**config.mk**
```make
export PLATFORM = sky130hd
export DESIGN_NAME = resv_monitor
export DESIGN_NICKNAME = d
export VERILOG_FILES = /design/src/rtl/resv_pkg.sv /design/src/rtl/resv_line_cmp.sv /design/src/rtl/resv_arb.sv /design/src/rtl/resv_monitor.sv
export SDC_FILE = /design/constraint.sdc
export NUM_CORES = 1
export LEC_CHECK = 0
export BUFFER_PORTS_ARGS = -buffer_cell sky130_fd_sc_hd__buf_2
export CAP_MARGIN = 20
export CORE_ASPECT_RATIO = 1.25
export CORE_MARGIN = 2
export CORE_UTILIZATION = 40
export CTS_BUF_LIST = sky130_fd_sc_hd__clkbuf_16
export DETAILED_ROUTE_END_ITERATION = 8
export PLACE_DENSITY = 0.79
export RECOVER_POWER = 100
export SYNTH_ARGS = -nofsm -noshare
export SYNTH_HDL_FRONTEND = slang
export SYNTH_SLANG_ARGS = --single-unit
export TNS_END_PERCENT = 30
```
**constraint.sdc**
```tcl
create_clock -name clk -period 3.6 [get_ports clk]
set_clock_uncertainty 0.05 [all_clocks]
set_input_delay 0.72 -clock clk [delete_from_list [all_inputs] [get_ports clk]]
set_output_delay 0.72 -clock clk [all_outputs]
set_load 0.01 [all_outputs]
```
**src/rtl/resv_pkg.sv**
```systemverilog
package resv_pkg;

    // Next-cycle fate of the reservation slot.
    typedef enum logic [1:0] {
        RV_KEEP = 2'd0,
        RV_LOAD = 2'd1,
        RV_DROP = 2'd2
    } resv_act_e;

endpackage

```
**src/rtl/resv_line_cmp.sv**
```systemverilog
module resv_line_cmp #(
    parameter int ADDR_W = 32,
    parameter int OFS_W  = 6
) (
    input  logic [ADDR_W-1:0] addr_a,
    input  logic [ADDR_W-1:0] addr_b,
    output logic              same_line
);
    // Offset bits inside a line never take part in the comparison.
    always_comb begin
        same_line = (addr_a[ADDR_W-1:OFS_W] == addr_b[ADDR_W-1:OFS_W]);
    end
endmodule

```
**src/rtl/resv_arb.sv**
```systemverilog
module resv_arb
    import resv_pkg::*;
(
    input  logic      ll_req,
    input  logic      sc_req,
    input  logic      loc_acc,
    input  logic      ctx_clr,
    input  logic      hit_resv,
    input  logic      hit_new,
    output resv_act_e act,
    output logic      sc_veto
);
    // Same-cycle events that forbid a store-conditional from passing.
    always_comb begin
        sc_veto = hit_resv | loc_acc | ctx_clr;
    end

    // Priority: clear, then load-linked (killed by a snoop on its own line),
    // then any cancelling event.
    always_comb begin
        if (ctx_clr) begin
            act = RV_DROP;
        end else if (ll_req) begin
            act = hit_new ? RV_DROP : RV_LOAD;
        end else if (sc_req | loc_acc | hit_resv) begin
            act = RV_DROP;
        end else begin
            act = RV_KEEP;
        end
    end
endmodule

```
**src/rtl/resv_monitor.sv**
```systemverilog
module resv_monitor
    import resv_pkg::*;
#(
    parameter int ADDR_W     = 32,
    parameter int LINE_BYTES = 64
) (
    input  logic              clk,
    input  logic              rst_n,
    input  logic              ll_req,
    input  logic [ADDR_W-1:0] ll_addr,
    input  logic              sc_req,
    input  logic [ADDR_W-1:0] sc_addr,
    input  logic              snp_req,
    input  logic [ADDR_W-1:0] snp_addr,
    input  logic              loc_acc,
    input  logic              ctx_clr,
    output logic              sc_rsp_valid,
    output logic              sc_pass
);
    localparam int OFS_W  = $clog2(LINE_BYTES);
    localparam int LINE_W = ADDR_W - OFS_W;

    typedef struct packed {
        logic              live;
        logic [LINE_W-1:0] line;
        logic              rsp_v;
        logic              pass;
    } mon_state_t;

    mon_state_t st_d, st_q;

    logic [ADDR_W-1:0] resv_addr;
    logic              sc_eq_resv;
    logic              snp_eq_resv;
    logic              snp_eq_ll;
    logic              hit_resv;
    logic              hit_new;
    logic              sc_veto;
    resv_act_e         act;

    always_comb begin
        resv_addr = {st_q.line, {OFS_W{1'b0}}};
    end

    resv_line_cmp #(.ADDR_W(ADDR_W), .OFS_W(OFS_W)) i_cmp_sc (
        .addr_a(sc_addr), .addr_b(resv_addr), .same_line(sc_eq_resv)
    );
    resv_line_cmp #(.ADDR_W(ADDR_W), .OFS_W(OFS_W)) i_cmp_snp (
        .addr_a(snp_addr), .addr_b(resv_addr), .same_line(snp_eq_resv)
    );
    resv_line_cmp #(.ADDR_W(ADDR_W), .OFS_W(OFS_W)) i_cmp_new (
        .addr_a(snp_addr), .addr_b(ll_addr), .same_line(snp_eq_ll)
    );

    always_comb begin
        hit_resv = snp_req & st_q.live & snp_eq_resv;
        hit_new  = snp_req & snp_eq_ll;
    end

    resv_arb i_arb (
        .ll_req  (ll_req),
        .sc_req  (sc_req),
        .loc_acc (loc_acc),
        .ctx_clr (ctx_clr),
        .hit_resv(hit_resv),
        .hit_new (hit_new),
        .act     (act),
        .sc_veto (sc_veto)
    );

    always_comb begin
        st_d       = st_q;
        st_d.rsp_v = sc_req;
        st_d.pass  = sc_req & st_q.live & sc_eq_resv & ~sc_veto;
        case (act)
            RV_LOAD: begin
                st_d.live = 1'b1;
                st_d.line = ll_addr[ADDR_W-1:OFS_W];
            end
            RV_DROP: st_d.live = 1'b0;
            default: ;
        endcase
    end

    always_ff @(posedge clk or negedge rst_n) begin
        if (!rst_n) begin
            st_q <= '0;
        end else begin
            st_q <= st_d;
        end
    end

    always_comb begin
        sc_rsp_valid = st_q.rsp_v;
        sc_pass      = st_q.pass;
    end

    a_r2_rsp_after_req: assert property (@(posedge clk) disable iff (!rst_n)
        sc_req |=> sc_rsp_valid);
    a_r2_no_rsp_idle: assert property (@(posedge clk) disable iff (!rst_n)
        !sc_req |=> !sc_rsp_valid);
    a_r2_pass_needs_strobe: assert property (@(posedge clk) disable iff (!rst_n)
        sc_pass |-> sc_rsp_valid);
    a_r8_snoop_vetoes_sc: assert property (@(posedge clk) disable iff (!rst_n)
        (sc_req && snp_req && (snp_addr[ADDR_W-1:OFS_W] == sc_addr[ADDR_W-1:OFS_W]))
        |=> !sc_pass);
    a_r6_local_vetoes_sc: assert property (@(posedge clk) disable iff (!rst_n)
        (sc_req && loc_acc) |=> !sc_pass);
    a_r9_clear_vetoes_sc: assert property (@(posedge clk) disable iff (!rst_n)
        (sc_req && ctx_clr) |=> !sc_pass);
    a_r7_sc_consumes: assert property (@(posedge clk) disable iff (!rst_n)
        (sc_req && !ll_req) ##1 sc_req |=> !sc_pass);
    a_r1_live_state_known: assert property (@(posedge clk) disable iff (!rst_n)
        !$isunknown(st_q.live));
endmodule

```
# Word-level counts from Yosys, hierarchy flattened
# Index checks and enable logic that the tools add are counted.
# classes
n_eq_ne,5
n_div,0
magnitude_cmp,0
n_bitwise,11
shift,0
n_addsub,0
n_reduce_logical,1
muxes,5
multipliers,0
# op_table
operator,count
equality test 26 bit,3
two-way mux 2 bit,4
AND 1 bit,6
OR 1 bit,4
"equality test 2 x 1 -> 1 bit, second input constant",1
"equality test 2 bit, second input constant",1
one-hot mux 1 bit (2 select lines),1
nonzero test 2 bit,1
NOT 1 bit,1
# word_totals
latch_bits,0
ram_bits,0
wordCells,26
output_inout_bits,2
regBits,29
input_bits,103
romBits,0
memories,0

# Depth between registers and ports, before layout
# Gate-level depths: netlist of run 1.
# depth
depth_word,8
depth_mapped,10
depth_no_buf,8

# Cells and area by module
# A second synthesis of run 1 with hierarchy kept.
# hier_totals
cells_unflattened,178
hier_area_um2,2113.3
# modules_own_cells
mod,area_per_inst_um2,cells_per_inst,n_inst
resv_monitor,1217.4,68,1
resv_line_cmp,287.8,35,3
resv_arb,32.5,5,1

# Worst setup path after synthesis of run 1
# OpenSTA, ideal clock, no wires.
# synth_timing
path_kind,input to register
startpoint,input port snp_addr[10]
endpoint,register st_q (netlist bit resv_addr[16])
n_path_buf,2
t_arrival_ns,2.465
setup_ns,0.125
path_slack_ns,0.960
cell_stages,9
path_cell_list,xnor2_1 > nand3_1 > or4_4 > nor3_4 > o21ai_1 > ha_1 > clkbuf_1 > buf_2 > mux2_2
# synth_between
elab_chain_cells,7
word_cells_on_any_way,10
# synth_rtl
item,line_no,text
start: declaration,resv_monitor.sv:14,"input logic [ADDR_W-1:0] snp_addr,"
equality test 26 bit,resv_line_cmp.sv:11,same_line = (addr_a[ADDR_W-1:OFS_W] == addr_b[ADDR_W-1:OFS_W]);
AND 1 bit,resv_monitor.sv:56,hit_resv = snp_req & st_q.live & snp_eq_resv;
OR 1 bit,resv_arb.sv:25,end else if (sc_req | loc_acc | hit_resv) begin
two-way mux 2 bit,resv_arb.sv:25,
two-way mux 2 bit (*),resv_arb.sv:23,end else if (ll_req) begin
two-way mux 2 bit (*),resv_arb.sv:21,if (ctx_clr) begin
equality test 2 x 1 -> 1 bit (*),resv_monitor.sv:75,case (act)
end signal: assignment,resv_monitor.sv:89,st_q <= st_d;
end: declaration,resv_monitor.sv:30,"mon_state_t st_d, st_q;"
# Mark *: on every way between the ends. The rest lies on a longest branch, timed or not.
# A chain may end at the register's enable or synchronous reset.

# Worst setup path in the final report of run 1
# layout_timing
startpoint,input port snp_addr[10]
endpoint,register st_q (netlist bit resv_addr[12])
# The elaborated chain is that of the path after synthesis.

==> results.sh, run 1 <==
export IMPL_cts_sinks=29
export IMPL_detail_route_wl_per_cell_um=15.6
export IMPL_syn_area_per_cell_um2=11.3
export IMPL_grt_usage_pct=20.0
export IMPL_ir_worst_vdd_uv=295
export IMPL_crit_required_ps=3700
export IMPL_clk_latency_ps=270
export IMPL_synth_compound_area_share_pct=1.07
export IMPL_dieArea_um2=5540
export IMPL_cap_violations=1
export IMPL_final_nets=372
export IMPL_synthMuxAreaShare_pct=15.3
export IMPL_cts_buffer_depth=2
export IMPL_synthAdderAreaFrac_pct=1.26
export IMPL_busiest_layer="met2"
export IMPL_io_pins=105
export IMPL_grt_remaining_overflow=0
export IMPL_synth_top_family_by_area="XOR/XNOR gates"
export IMPL_cp_slowest_stage_delay_ps=490
export IMPL_die_y_um=82.8
export IMPL_setup_tns_ps=0
export IMPL_avgViaCountPerCell=5.01
export IMPL_use_met3_pct=4.61
export IMPL_report_final_slew_viol_count=30
export IMPL_max_freq_mhz=316
export IMPL_worst_path_buf_inv=2
export IMPL_cts_tree="yes"
export IMPL_cell_internal_pwr_uw=847
export IMPL_power_share_clock_pct=31.4
export IMPL_slew_headroom_pct=-8.23
export IMPL_rsz0062_at_grt="no"
export IMPL_synth_seq_area_share_pct=36.6
export IMPL_regArea_um2=726
export IMPL_antenna_left=0
export IMPL_clockRootBuffer="clkbuf_16"
export IMPL_cp_top_family="simple AND/OR/NAND/NOR gates"
export IMPL_die_w_um=67
export IMPL_grt_max_degree=30
export IMPL_met2_usage_pct=36.7
export IMPL_use_met1_pct=22.9
export IMPL_synthCells=176
export IMPL_syn_num_nets=281
export IMPL_dp_cells=320
export IMPL_hp_class="flip-flop to flip-flop"
export IMPL_comb_power_share_pct=28.9
export IMPL_worstSetupPathType="input port to flip-flop"
export IMPL_swShare_pct=29.6
export IMPL_cp_cell_sequence="buf_2 > xnor2_1 > nand3_1 > or4_4 > nor3_1 > o21ai_0 > ha_1 > clkbuf_2 > mux2_2"
export IMPL_start_util_pct=41.6
export IMPL_drcViolationCount=0
export IMPL_whs_ps=516
export IMPL_cts_resized=0
export IMPL_synthXorXnorAreaFrac_pct=34.4
export IMPL_synth_edf_count=0
export IMPL_finalSetupViolations=0
export IMPL_crit_fanout=17
export IMPL_synth_warnings=0
export IMPL_cts_hold_fix_buffers=0
export IMPL_ys_seq_elements=29
export IMPL_htree_num_levels=2
export IMPL_ys_types=21
export IMPL_design_core_area_um2=4760
export IMPL_multiInputGateArea_um2=1230
export IMPL_slowest_stage="or4_4"
export IMPL_seqPwrFrac_pct=39.6
export IMPL_async_flop_share_pct=100
export IMPL_hold_viol=0
export IMPL_numCtsBuffers=5
export IMPL_dr_pass1_iters=4
export IMPL_cellPowerDensity_nw_per_um2=464
export IMPL_grt_antenna_before_repair=0
export IMPL_endpoint_kind="flip-flop"
export IMPL_worstSetupStartpointType="input port"
export IMPL_synth_ff_type="dfrtp_1"
export IMPL_status="complete, but fails checks"
export IMPL_p_leak_uw=0.00112
export IMPL_critical_path_arrival_ps=3260
export IMPL_worst_slew_pin_slew_ps=1620
export IMPL_hpwl_um=4210
export IMPL_routed_wl_um=5100
export IMPL_syn_area_um2=1980
export IMPL_rows=28
export IMPL_io_buffer_count=86
export IMPL_layout_drive_gt1_share_pct=42.7
export IMPL_postCtsSetupRepairBufs=0
export IMPL_nFillCells=460
export IMPL_path_clk_slew_ps=50
export IMPL_grt_pass1_wl_um=7970
export IMPL_grt_pass1_vias=1696
export IMPL_layout_cells_non_filler=327
export IMPL_p_sw_uw=356
export IMPL_timing_final_crit_share_pct=87.8
export IMPL_via_count=1637
export IMPL_violations="capacitance limit, slew limit"
export IMPL_period_needed_ps=3160
export IMPL_routabilityCongestion=0.804
export IMPL_area_growth_pct=30.8
export IMPL_yosys_area_share_simple_pct=10.3
export IMPL_first_iter_violations=55
export IMPL_diodes=0
[cells in the final DEF (no fill, tap or decap), types with 2 or more instances in the layout]
cell,Yosys,routed
xnor2_1,53,53
clkbuf_1,1,5
clkbuf_16,0,5
nor2_1,2,2
xor2_1,25,25
ha_1,2,2
nand4_1,13,13
inv_1,2,3
dfrtp_1,29,29
mux2_2,26,26
nand3_1,4,4
nor3_1,1,2
nor4_1,8,8
buf_2,2,81
[worst register-to-register path, stage by stage, from the launching register on]
cell,delay (ps)
dfrtp_1,400
xor2_1,170
nor4_1,410
nand4_1,160
nor3_1,390
o21ai_0,160
ha_1,400
clkbuf_2,390
mux2_2,370
[cell families (layout without fill, tap and decap cells)]
kind of cell,count (synthesis),count (layout)
simple gates,32,32
flops,29,29
buf+inv,5,96
fa+ha+maj,2,2
xor+xnor,78,78
mux,27,27
compound gates,3,3
[state kept, by name, indices dropped and copies added, names as in the netlist]
name / cells
resv_addr: 26
sc_pass: 1
sc_rsp_valid: 1
st_q: 1
[path summary, 6_finish.rpt]
path,depth (start not counted),slack (ps),from,end
max,9,440,snp_addr[10],resv_addr[12]
min,1,520,resv_addr[17],resv_addr[17]
max reg2reg,8,580,resv_addr[7],resv_addr[12]
min reg2reg,1,520,resv_addr[17],resv_addr[17]
max in group asynchronous,1,1750,rst_n,resv_addr[16]
min in group asynchronous,1,810,rst_n,resv_addr[28]
[stage by stage]
| step | total power [µW] | setup slack, ps | utilization [%] | area [µm²] |
|---|---|---|---|---|
| 2_1_floorplan | 699 | 960 | - | 1980 |
| 6_report | 1200 | 438 | 54.5 | 2600 |
| 3_3_place_gp | 824 | 550 | 52.4 | 2500 |
| 3_5_place_dp | 836 | 501 | 52.4 | 2500 |
| 5_1_grt | 1280 | 291 | 54.5 | 2600 |
| 4_1_cts | 1220 | 756 | 55.2 | 2630 |
[power groups by stage]
stage | sequential [µW] | clock, µW | combinational, µW
2_1_floorplan | 466 | 0 | 233
3_3_place_gp | 478 | 0 | 346
3_5_place_dp | 483 | 0 | 353
4_1_cts | 478 | 385 | 357
5_1_grt | 492 | 401 | 385
6_report | 477 | 378 | 348
[layout make-up]
class                   instances  area share, %
clock inverters                 2          0.289
clock buffers                   5           4.82
repair buffers                 87           16.5
flip-flops and latches         29           28.0
inverters                       2          0.289
well taps                      60           2.89
multi-input cells             142           47.2
[synth_stat cells, types with 2 or more instances]
| master | n | area [µm²] |
|---|---|---|
| buf_2 | 2 | 10.0 |
| mux2_2 | 26 | 293 |
| xnor2_1 | 53 | 464 |
| ha_1 | 2 | 25.0 |
| dfrtp_1 | 29 | 726 |
| nand3_1 | 4 | 20.0 |
| xor2_1 | 25 | 219 |
| nand4_1 | 13 | 81.3 |
| nor4_1 | 8 | 50.1 |
| inv_1 | 2 | 7.51 |
| nor2_1 | 2 | 7.51 |
[layer usage]
metal	wire length, µm	up-vias
li1	-	796
met1	2020	779
met2	2730	55
met3	275	7
met4	78	0
met5	0	-
Note: power is estimated with default switching activity, not from simulation.
==> run 2, diff against run 1 <==
--- a/config.mk
+++ b/config.mk
@@ -13,7 +13,6 @@
 export CTS_BUF_LIST = sky130_fd_sc_hd__clkbuf_16
 export DETAILED_ROUTE_END_ITERATION = 8
 export PLACE_DENSITY = 0.79
-export RECOVER_POWER = 100
 export SYNTH_ARGS = -nofsm -noshare
 export SYNTH_HDL_FRONTEND = slang
 export SYNTH_SLANG_ARGS = --single-unit
==> run 2 against run 1 <==
Against the previous run: the flow now finishes without violations; total power rose by 0.27%; count of clock-buffer cells in the layout unchanged; maximum frequency up 11%; hold slack got worse by 73 ps; combinational power up 1%; utilization up 0.68 points; wire length decreased by 0.18%; largest cell class unchanged; highest routed layer unchanged.
==> results.sh, run 2 (synthesized netlist as in run 1, its figures left out) <==
export IMPL_worst_path_buf_inv=3
export IMPL_drcViolationCount=0
export IMPL_setup_tns_ps=0
export IMPL_detail_route_wl_per_cell_um=15.6
export IMPL_routed_wl_um=5090
export IMPL_cell_internal_pwr_uw=849
export IMPL_total_power_uw=1210
export IMPL_io_buffer_count=86
export IMPL_comb_power_share_pct=29.2
export IMPL_finalSetupViolations=0
export IMPL_worst_slew_pin_slew_ps=689
export IMPL_largest_reg_flops=26
export IMPL_die_y_um=82.8
export IMPL_power_share_clock_pct=31.3
export IMPL_io_pins=105
export IMPL_routabilityCongestion=0.804
export IMPL_worstSetupStartpointType="input port"
export IMPL_grt_antenna_before_repair=0
export IMPL_fin_area_um2=2630
export IMPL_timing_final_crit_share_pct=79.0
export IMPL_p_leak_uw=0.00115
export IMPL_grt_pass1_vias=1696
export IMPL_die_w_um=67
export IMPL_htree_num_levels=2
export IMPL_whs_ps=443
export IMPL_cts_resized=0
export IMPL_numCtsBuffers=5
export IMPL_cellPowerDensity_nw_per_um2=459
export IMPL_final_nets=372
export IMPL_postPlaceCellArea_um2=2500
export IMPL_nFillCells=456
export IMPL_start_util_pct=41.6
export IMPL_critical_path_arrival_ps=2940
export IMPL_via_count=1639
export IMPL_cts_tree="yes"
export IMPL_cp_slowest_stage_delay_ps=400
export IMPL_clk_latency_ps=270
export IMPL_cap_violations=0
export IMPL_crit_required_ps=3700
export IMPL_status="finished clean"
export IMPL_slew_headroom_pct=54.1
export IMPL_cp_cell_sequence="buf_2 > xnor2_1 > nand4_1 > nor4_1 > a41oi_1 > inv_1 > o21ai_1 > ha_1 > buf_12 > mux2_2"
export IMPL_layout_drive_gt1_share_pct=44.9
export IMPL_rows=28
export IMPL_dieArea_um2=5540
export IMPL_cp_top_family="buffers and inverters"
export IMPL_area_growth_pct=32.5
export IMPL_slowest_stage="ha_1"
export IMPL_max_freq_mhz=352
export IMPL_rsz0062_at_grt="no"
export IMPL_cts_buffer_depth=2
export IMPL_design_core_area_um2=4760
export IMPL_postCtsSetupRepairBufs=0
export IMPL_first_iter_violations=57
export IMPL_avgViaCountPerCell=5.01
export IMPL_cts_hold_fix_buffers=0
export IMPL_antenna_left=0
export IMPL_endpoint_kind="flip-flop"
export IMPL_crit_fanout=17
export IMPL_dr_pass1_iters=4
export IMPL_p_sw_uw=358
export IMPL_period_needed_ps=2840
export IMPL_grt_pass1_wl_um=7970
export IMPL_ir_worst_vdd_uv=294
export IMPL_diodes=0
export IMPL_most_common_layout_cells="buf_2 (86), xnor2_1 (53), dfrtp_1 (29)"
export IMPL_cts_sinks=29
export IMPL_reg2reg_depth=8
export IMPL_swShare_pct=29.6
export IMPL_report_final_slew_viol_count=0
export IMPL_hold_viol=0
export IMPL_ff2ff_setup_slack_ps=910
export IMPL_grt_usage_pct=20.0
export IMPL_r2r_start="resv_addr[7]"
export IMPL_clockRootBuffer="clkbuf_16"
export IMPL_hpwl_um=4210
export IMPL_grt_remaining_overflow=0
export IMPL_r2r_end="resv_addr[16]"
export IMPL_hp_class="input port to async pin"
export IMPL_path_clk_slew_ps=50
export IMPL_layout_commonest_cell="buf_2"
export IMPL_final_util_pct=55.2
export IMPL_worstSetupPathType="input port to flip-flop"
export IMPL_multiInputGateArea_um2=1240
export IMPL_seqPwrFrac_pct=39.5
export IMPL_grt_max_degree=30
export IMPL_regArea_um2=726
## run 2: changes by cell type in the layout (fill, tap and decap cells not counted), sizes merged
| cell | delta |
|---|---|
| buf | +6 |
| clkbuf | -6 |
## run 2: layout make-up
cell class | instances | share of cell area [%]
tap | 60 | 2.86
sequential | 29 | 27.6
timing repair buffer | 87 | 17.1
clock buffer | 5 | 4.76
multi-input combinational | 142 | 47.1
clock inverter | 2 | 0.286
inverter | 2 | 0.286
## run 2: worst max-delay path by stage
stage,start,to,slack (ps),cells past startpoint
2_1_floorplan,snp_addr[10],resv_addr[16],960,9
3_3_place_gp,snp_addr[7],resv_addr[14],550,10
3_5_place_dp,snp_addr[29],resv_addr[27],500,9
4_1_cts,snp_addr[29],resv_addr[16],760,9
5_1_grt,snp_addr[7],resv_addr[18],580,10
6_report,snp_addr[7],resv_addr[16],760,10
## run 2: power by group through the flow
stage | clock (µW) | sequential, µW | combinational (µW)
2_1_floorplan | 0 | 466 | 233
3_3_place_gp | 0 | 478 | 346
3_5_place_dp | 0 | 483 | 353
4_1_cts | 385 | 478 | 357
5_1_grt | 401 | 492 | 389
6_report | 378 | 477 | 352
## run 2: per-layer routing
| metal | track usage [%] | wire, µm | share of wire, % |
|---|---|---|---|
| met5 | 0 | 0 | 0 |
| met4 | 5.71 | 78 | 1.5 |
| met3 | 4.61 | 275 | 5.4 |
| met2 | 36.7 | 2710 | 53 |
| met1 | 22.9 | 2030 | 40 |
## run 2: metrics by stage
step | std cells | setup WS [ps]
global route | 327 | 581
finish | 327 | 757
floorplan | 176 | 960
detailed placement | 320 | 501
global placement | 320 | 550
CTS | 327 | 756
## run 2: worst reg2reg max path: stages (launching register included)
cell     delay, ps
dfrtp_1        400
xor2_1         170
nor4_1         420
nand4_1        230
nor3_4         270
o21ai_1        100
ha_1           400
buf_12         260
mux2_2         270
